### src/rtl/bank_mmu_pkg.sv
package bank_mmu_pkg;

    parameter int unsigned LOG_W  = 16;
    parameter int unsigned SEG_W  = 3;
    parameter int unsigned PAGE_W = 8;

    localparam int unsigned OFF_W   = LOG_W - SEG_W;
    localparam int unsigned PHYS_W  = PAGE_W + OFF_W;
    localparam int unsigned NUM_SEG = 1 << SEG_W;

    typedef logic [LOG_W-1:0]  log_addr_t;
    typedef logic [PHYS_W-1:0] phys_addr_t;
    typedef logic [PAGE_W-1:0] page_t;
    typedef logic [SEG_W-1:0]  seg_t;
    typedef logic [OFF_W-1:0]  off_t;

    // Fixed device windows in physical space
    localparam page_t IO_BANK   = page_t'(8'hFF);
    localparam page_t WRAM_BANK = page_t'(8'hF8);
    localparam off_t  VDC_LAST  = off_t'(13'h03FF);
    localparam off_t  VENC_LAST = off_t'(13'h07FF);

    typedef struct packed {
        logic req;
        logic rd;
        logic wr;
        logic fetch;
    } bus_req_t;

    typedef struct packed {
        logic vdc_n;
        logic venc_n;
        logic wram_n;
    } cs_t;

    typedef enum logic [1:0] {
        TGT_NONE,
        TGT_VDC,
        TGT_VENC,
        TGT_WRAM
    } target_e;

    function automatic page_t page_reset_value(input seg_t idx);
        page_reset_value = '0;
        if (idx == seg_t'(NUM_SEG - 1)) page_reset_value = '0;
    endfunction

    function automatic target_e classify(input phys_addr_t pa);
        page_t bank;
        off_t  off;
        bank = pa[PHYS_W-1:OFF_W];
        off  = pa[OFF_W-1:0];
        classify = TGT_NONE;
        if (bank == WRAM_BANK)
            classify = TGT_WRAM;
        else if (bank == IO_BANK && off <= VDC_LAST)
            classify = TGT_VDC;
        else if (bank == IO_BANK && off <= VENC_LAST)
            classify = TGT_VENC;
    endfunction

endpackage

### src/rtl/page_regfile.sv
module page_regfile
    import bank_mmu_pkg::*;
(
    input  logic  clk,
    input  logic  rst,
    input  logic  we,
    input  seg_t  widx,
    input  page_t wdata,
    input  seg_t  ridx,
    output page_t rdata,
    input  seg_t  lidx,
    output page_t lpage
);

    page_t pages [NUM_SEG];

    for (genvar g = 0; g < NUM_SEG; g++) begin : g_page
        always_ff @(posedge clk) begin
            if (rst)
                pages[g] <= page_reset_value(seg_t'(g));
            else if (we && widx == seg_t'(g))
                pages[g] <= wdata;
        end
    end

    assign rdata = pages[ridx];
    assign lpage = pages[lidx];

    // a write is visible on the following cycle
    p_write_lands_r4: assert property (@(posedge clk) disable iff (rst)
        we |=> pages[$past(widx)] == $past(wdata));

    // without a write the register contents hold
    p_hold_r4: assert property (@(posedge clk) disable iff (rst)
        !we |=> $stable(lpage) || !$stable(lidx));

endmodule

### src/rtl/addr_xlate.sv
module addr_xlate
    import bank_mmu_pkg::*;
(
    input  log_addr_t  logical,
    input  page_t      page,
    output seg_t       seg,
    output phys_addr_t physical
);

    off_t offset;

    always_comb begin
        seg      = logical[LOG_W-1:OFF_W];
        offset   = logical[OFF_W-1:0];
        physical = {page, offset};
    end

endmodule

### src/rtl/cs_decode.sv
module cs_decode
    import bank_mmu_pkg::*;
(
    input  logic       clk,
    input  logic       rst,
    input  phys_addr_t physical,
    input  bus_req_t   breq,
    output cs_t        cs,
    output logic       rd_n,
    output logic       wr_n,
    output logic       sync
);

    target_e tgt;

    always_comb begin
        tgt = classify(physical);
        cs  = '{vdc_n: 1'b1, venc_n: 1'b1, wram_n: 1'b1};
        if (breq.req) begin
            unique case (tgt)
                TGT_VDC:  cs.vdc_n  = 1'b0;
                TGT_VENC: cs.venc_n = 1'b0;
                TGT_WRAM: cs.wram_n = 1'b0;
                default:  ;
            endcase
        end
        rd_n = !(breq.req && breq.rd);
        wr_n = !(breq.req && breq.wr);
        sync = breq.req && breq.fetch;
    end

    // never more than one device selected
    p_one_select_r9: assert property (@(posedge clk) disable iff (rst)
        $countones(~cs) <= 1);

    // idle bus leaves every select and strobe released
    p_idle_quiet_r9: assert property (@(posedge clk) disable iff (rst)
        !breq.req |-> (cs == 3'b111) && rd_n && wr_n && !sync);

endmodule

### src/rtl/bank_mmu.sv
module bank_mmu
    import bank_mmu_pkg::*;
(
    input  logic        clk,
    input  logic        rst,
    input  logic [15:0] cpu_addr,
    input  logic        cpu_req,
    input  logic        cpu_rd,
    input  logic        cpu_wr,
    input  logic        cpu_fetch,
    input  logic [2:0]  pg_idx,
    input  logic [7:0]  pg_wdata,
    input  logic        pg_we,
    output logic [7:0]  pg_rdata,
    output logic [20:0] bus_addr,
    output logic        bus_rd_n,
    output logic        bus_wr_n,
    output logic        bus_sync,
    output logic        vdc_cs_n,
    output logic        venc_cs_n,
    output logic        wram_cs_n
);

    seg_t       seg;
    page_t      page;
    phys_addr_t physical;
    bus_req_t   breq;
    cs_t        cs;

    assign breq = '{req: cpu_req, rd: cpu_rd, wr: cpu_wr, fetch: cpu_fetch};

    page_regfile u_regs (
        .clk   (clk),
        .rst   (rst),
        .we    (pg_we),
        .widx  (pg_idx),
        .wdata (pg_wdata),
        .ridx  (pg_idx),
        .rdata (pg_rdata),
        .lidx  (seg),
        .lpage (page)
    );

    addr_xlate u_xlate (
        .logical  (cpu_addr),
        .page     (page),
        .seg      (seg),
        .physical (physical)
    );

    cs_decode u_dec (
        .clk      (clk),
        .rst      (rst),
        .physical (physical),
        .breq     (breq),
        .cs       (cs),
        .rd_n     (bus_rd_n),
        .wr_n     (bus_wr_n),
        .sync     (bus_sync)
    );

    assign bus_addr  = physical;
    assign vdc_cs_n  = cs.vdc_n;
    assign venc_cs_n = cs.venc_n;
    assign wram_cs_n = cs.wram_n;

    // the offset bits reach the bus untouched
    p_offset_kept_r3: assert property (@(posedge clk) disable iff (rst)
        bus_addr[OFF_W-1:0] == cpu_addr[OFF_W-1:0]);

    // with no page write, a steady logical address gives a steady bus address
    p_map_stable_r4: assert property (@(posedge clk) disable iff (rst)
        !pg_we |=> !$stable(cpu_addr) || $stable(bus_addr));

    // reading the segment's register through the port matches the bank in use
    p_port_matches_r2: assert property (@(posedge clk) disable iff (rst)
        (pg_idx == cpu_addr[15:13]) |-> pg_rdata == bus_addr[20:13]);

endmodule

### config.mk
export PLATFORM = sky130hd
export DESIGN_NAME = bank_mmu
export DESIGN_NICKNAME = d
export VERILOG_FILES = /design/src/rtl/bank_mmu_pkg.sv /design/src/rtl/page_regfile.sv /design/src/rtl/addr_xlate.sv /design/src/rtl/cs_decode.sv /design/src/rtl/bank_mmu.sv
export SDC_FILE = /design/constraint.sdc
export NUM_CORES = 1
export LEC_CHECK = 0
export ABC_AREA = 1
export BUFFER_PORTS_ARGS = -buffer_cell sky130_fd_sc_hd__buf_4
export CORE_MARGIN = 2
export CORE_UTILIZATION = 55
export DETAILED_ROUTE_END_ITERATION = 10
export PLACE_DENSITY = 0.85
export SLEW_MARGIN = 20
export SYNTH_ARGS = -nofsm -noshare
export SYNTH_HDL_FRONTEND = slang
export SYNTH_HIERARCHICAL = 1
export SYNTH_SLANG_ARGS = --single-unit
### constraint.sdc
create_clock -name clk -period 5.6 [get_ports clk]
set_clock_uncertainty 0.1 [all_clocks]
set_input_delay 0.84 -clock clk [delete_from_list [all_inputs] [get_ports clk]]
set_output_delay 0.84 -clock clk [all_outputs]
set_load 0.03 [all_outputs]
==> out/metrics.csv <==
metric,value,unit
core,7650,um2
multi_input_area,1700,um2
synthTopCellsByArea,"edfxtp_1, nand2_1, nand3_1, inv_1, buf_4",
finalCriticalPeriod,3500,ps
tns,0,ps
place_ws,2120,ps
hold_buffers,0,
dp.cells,689,
whs,846,ps
fin_util,61.6,%
fillers,682,
synth_seq_area_share,44.5,%
fin_area,4710,um2
top_regs,u_regs/pages x64,
yosys-top-cells-count,"nand2_1, inv_1, nand3_1",
fin_crit_sh,62.4,%
synth_nets,620,
antenna_cells,0,
cts.htree.levels,3,
drtIter0Drc,483,
setup_viol,0,
yosys_warnings,6,
gr-usage-all-layers,27.1,%
io_buffers,48,
grt_pass1_wl,17700,um
grt_max_degree,38,
fp-row-count,32,
synth_area,4320,um2
final-hold-violation-count,0,
clkTransAtPathRegs,70,ps
relSlewSlack,53.8,%
critPathLaunchType,input pin,
die_y,92.6,um
ff_latch_area,1920,um2
arrival,2560,ps
clockRootBuffer,clkbuf_8,
setup_slack,2100,ps
drt-total-wl,11400,um
synth_most_common_cell,nand2_1,
cts_resized,0,
netlist_instances,586,
synth_edf_count,64,
crit_top_cell,nand2_1,
grt_overflow,0,
dpl_cell_area,4460,um2
synthFlopType,edfxtp_1,
endpoint_kind,primary output,
worst_slew_pin_slew,688,ps
fmax,0.286,GHz
report.final.slew_viol_count,0,
clk_path_buf_depth,2,
outcome,finished clean,
hold_path.class,input pin to register,
route.detailed.drc,0,
io_pins,69,
grt_setup_unrepaired,false,
hpwl,7870,um
gp_congestion,0.978,
nets,632,
grt_pass1_vias,3489,
largest-register,u_regs/pages,
layout.cells.non_filler,705,
total_power,1.30,mW
cts_buffers,9,
start_util,56.4,%
cts_setup_buffers,0,
synth_top_area_share,44.5,%
antenna_found_initial,0,
die_area,8570,um2
p_leak,2.38,nW
largest_reg_flops,64,
cap_violations,0,
vias,3849,
area_growth,9.07,%
ir_drop,0.000174,V
drive_gt1_share,15.3,%
cp_cell_sequence,buf_4 > inv_2 > nand2_1 > nand3_1 > nand2_1 > nand2_1 > nand2_1 > nand2_2 > nor2_4 > inv_2 > nor2_4 > nand3_1 > buf_4,
drtPass1Iterations,6,
post_drt_wl_per_cell,16.1,um
avgSynthCellArea,7.36,um2
slowest_stage,buf_4,
cp_data_required_time,4660,ps
cts_tree,built,
slowest_delay,300,ps
cp_max_fo,33,
ys_ff_latch,64,
viasPerCell,5.46,
final_antenna_net_count,0,
synthArstFlopShare,0,%
crit_type,input pin to primary output,
yosys.area.top_type,edfxtp_1,
power_density,277,nW/um2
synth.distinct_cells,21,
cts.sinks,64,
die_w,92.6,um
area by class of cell:
type | instances | area share [%]
Sequential cell | 64 | 40.8
Multi-Input combinational cell | 383 | 36.0
Timing Repair Buffer | 48 | 7.66
Inverter | 92 | 7.60
Tap cell | 102 | 2.71
Clock buffer | 9 | 2.63
Clock inverter | 7 | 2.53
worst max-delay path, delay by kind of cell:
family	cells	cell delay (ps)
simple gates	9	870
buf+inv	4	830
cells in the final DEF (no fill, tap or decap), types with 2 or more instances in the layout:
cell type | netlist | layout
buf_4 | 35 | 48
bufinv_16 | 0 | 3
clkbuf_8 | 0 | 9
clkinv_4 | 1 | 2
edfxtp_1 | 64 | 64
inv_1 | 80 | 80
inv_2 | 8 | 8
inv_4 | 3 | 3
nand2_1 | 231 | 231
nand2_2 | 2 | 2
nand3_1 | 67 | 67
nand3_4 | 7 | 7
nor2_1 | 66 | 66
nor2_4 | 4 | 4
where the power goes:
part	switching, mW	internal, mW
clock network	0.181	0.296
registers	0.0114	0.559
logic	0.180	0.0750
total	0.373	0.930
cells by family after synthesis:
kind of cell	synth area share, %
AO/OA/AOI/OAI	0.232
flip-flops	44.5
buffers and inverters	16.1
AND/OR/NAND/NOR	39.1
worst paths after layout:
check	startpoint	end	slack (ps)	cells past startpoint
worst min-delay path	pg_wdata[3]	u_regs/pages[6][3]$_SDFFCE_PN0P_	850	3
worst max-delay path	cpu_addr[13]	vdc_cs_n	2100	13
routing by layer:
metal | up-vias | GRT usage (%) | part of all wire [%]
met1 | 1780 | 37.1 | 41
met4 | 0 | 11.2 | 3.2
li1 | 1801 | - | -
met3 | 36 | 4.96 | 9.6
met2 | 232 | 42.7 | 46
met5 | - | 0 | 0
Power figures use the tool's default switching activity.
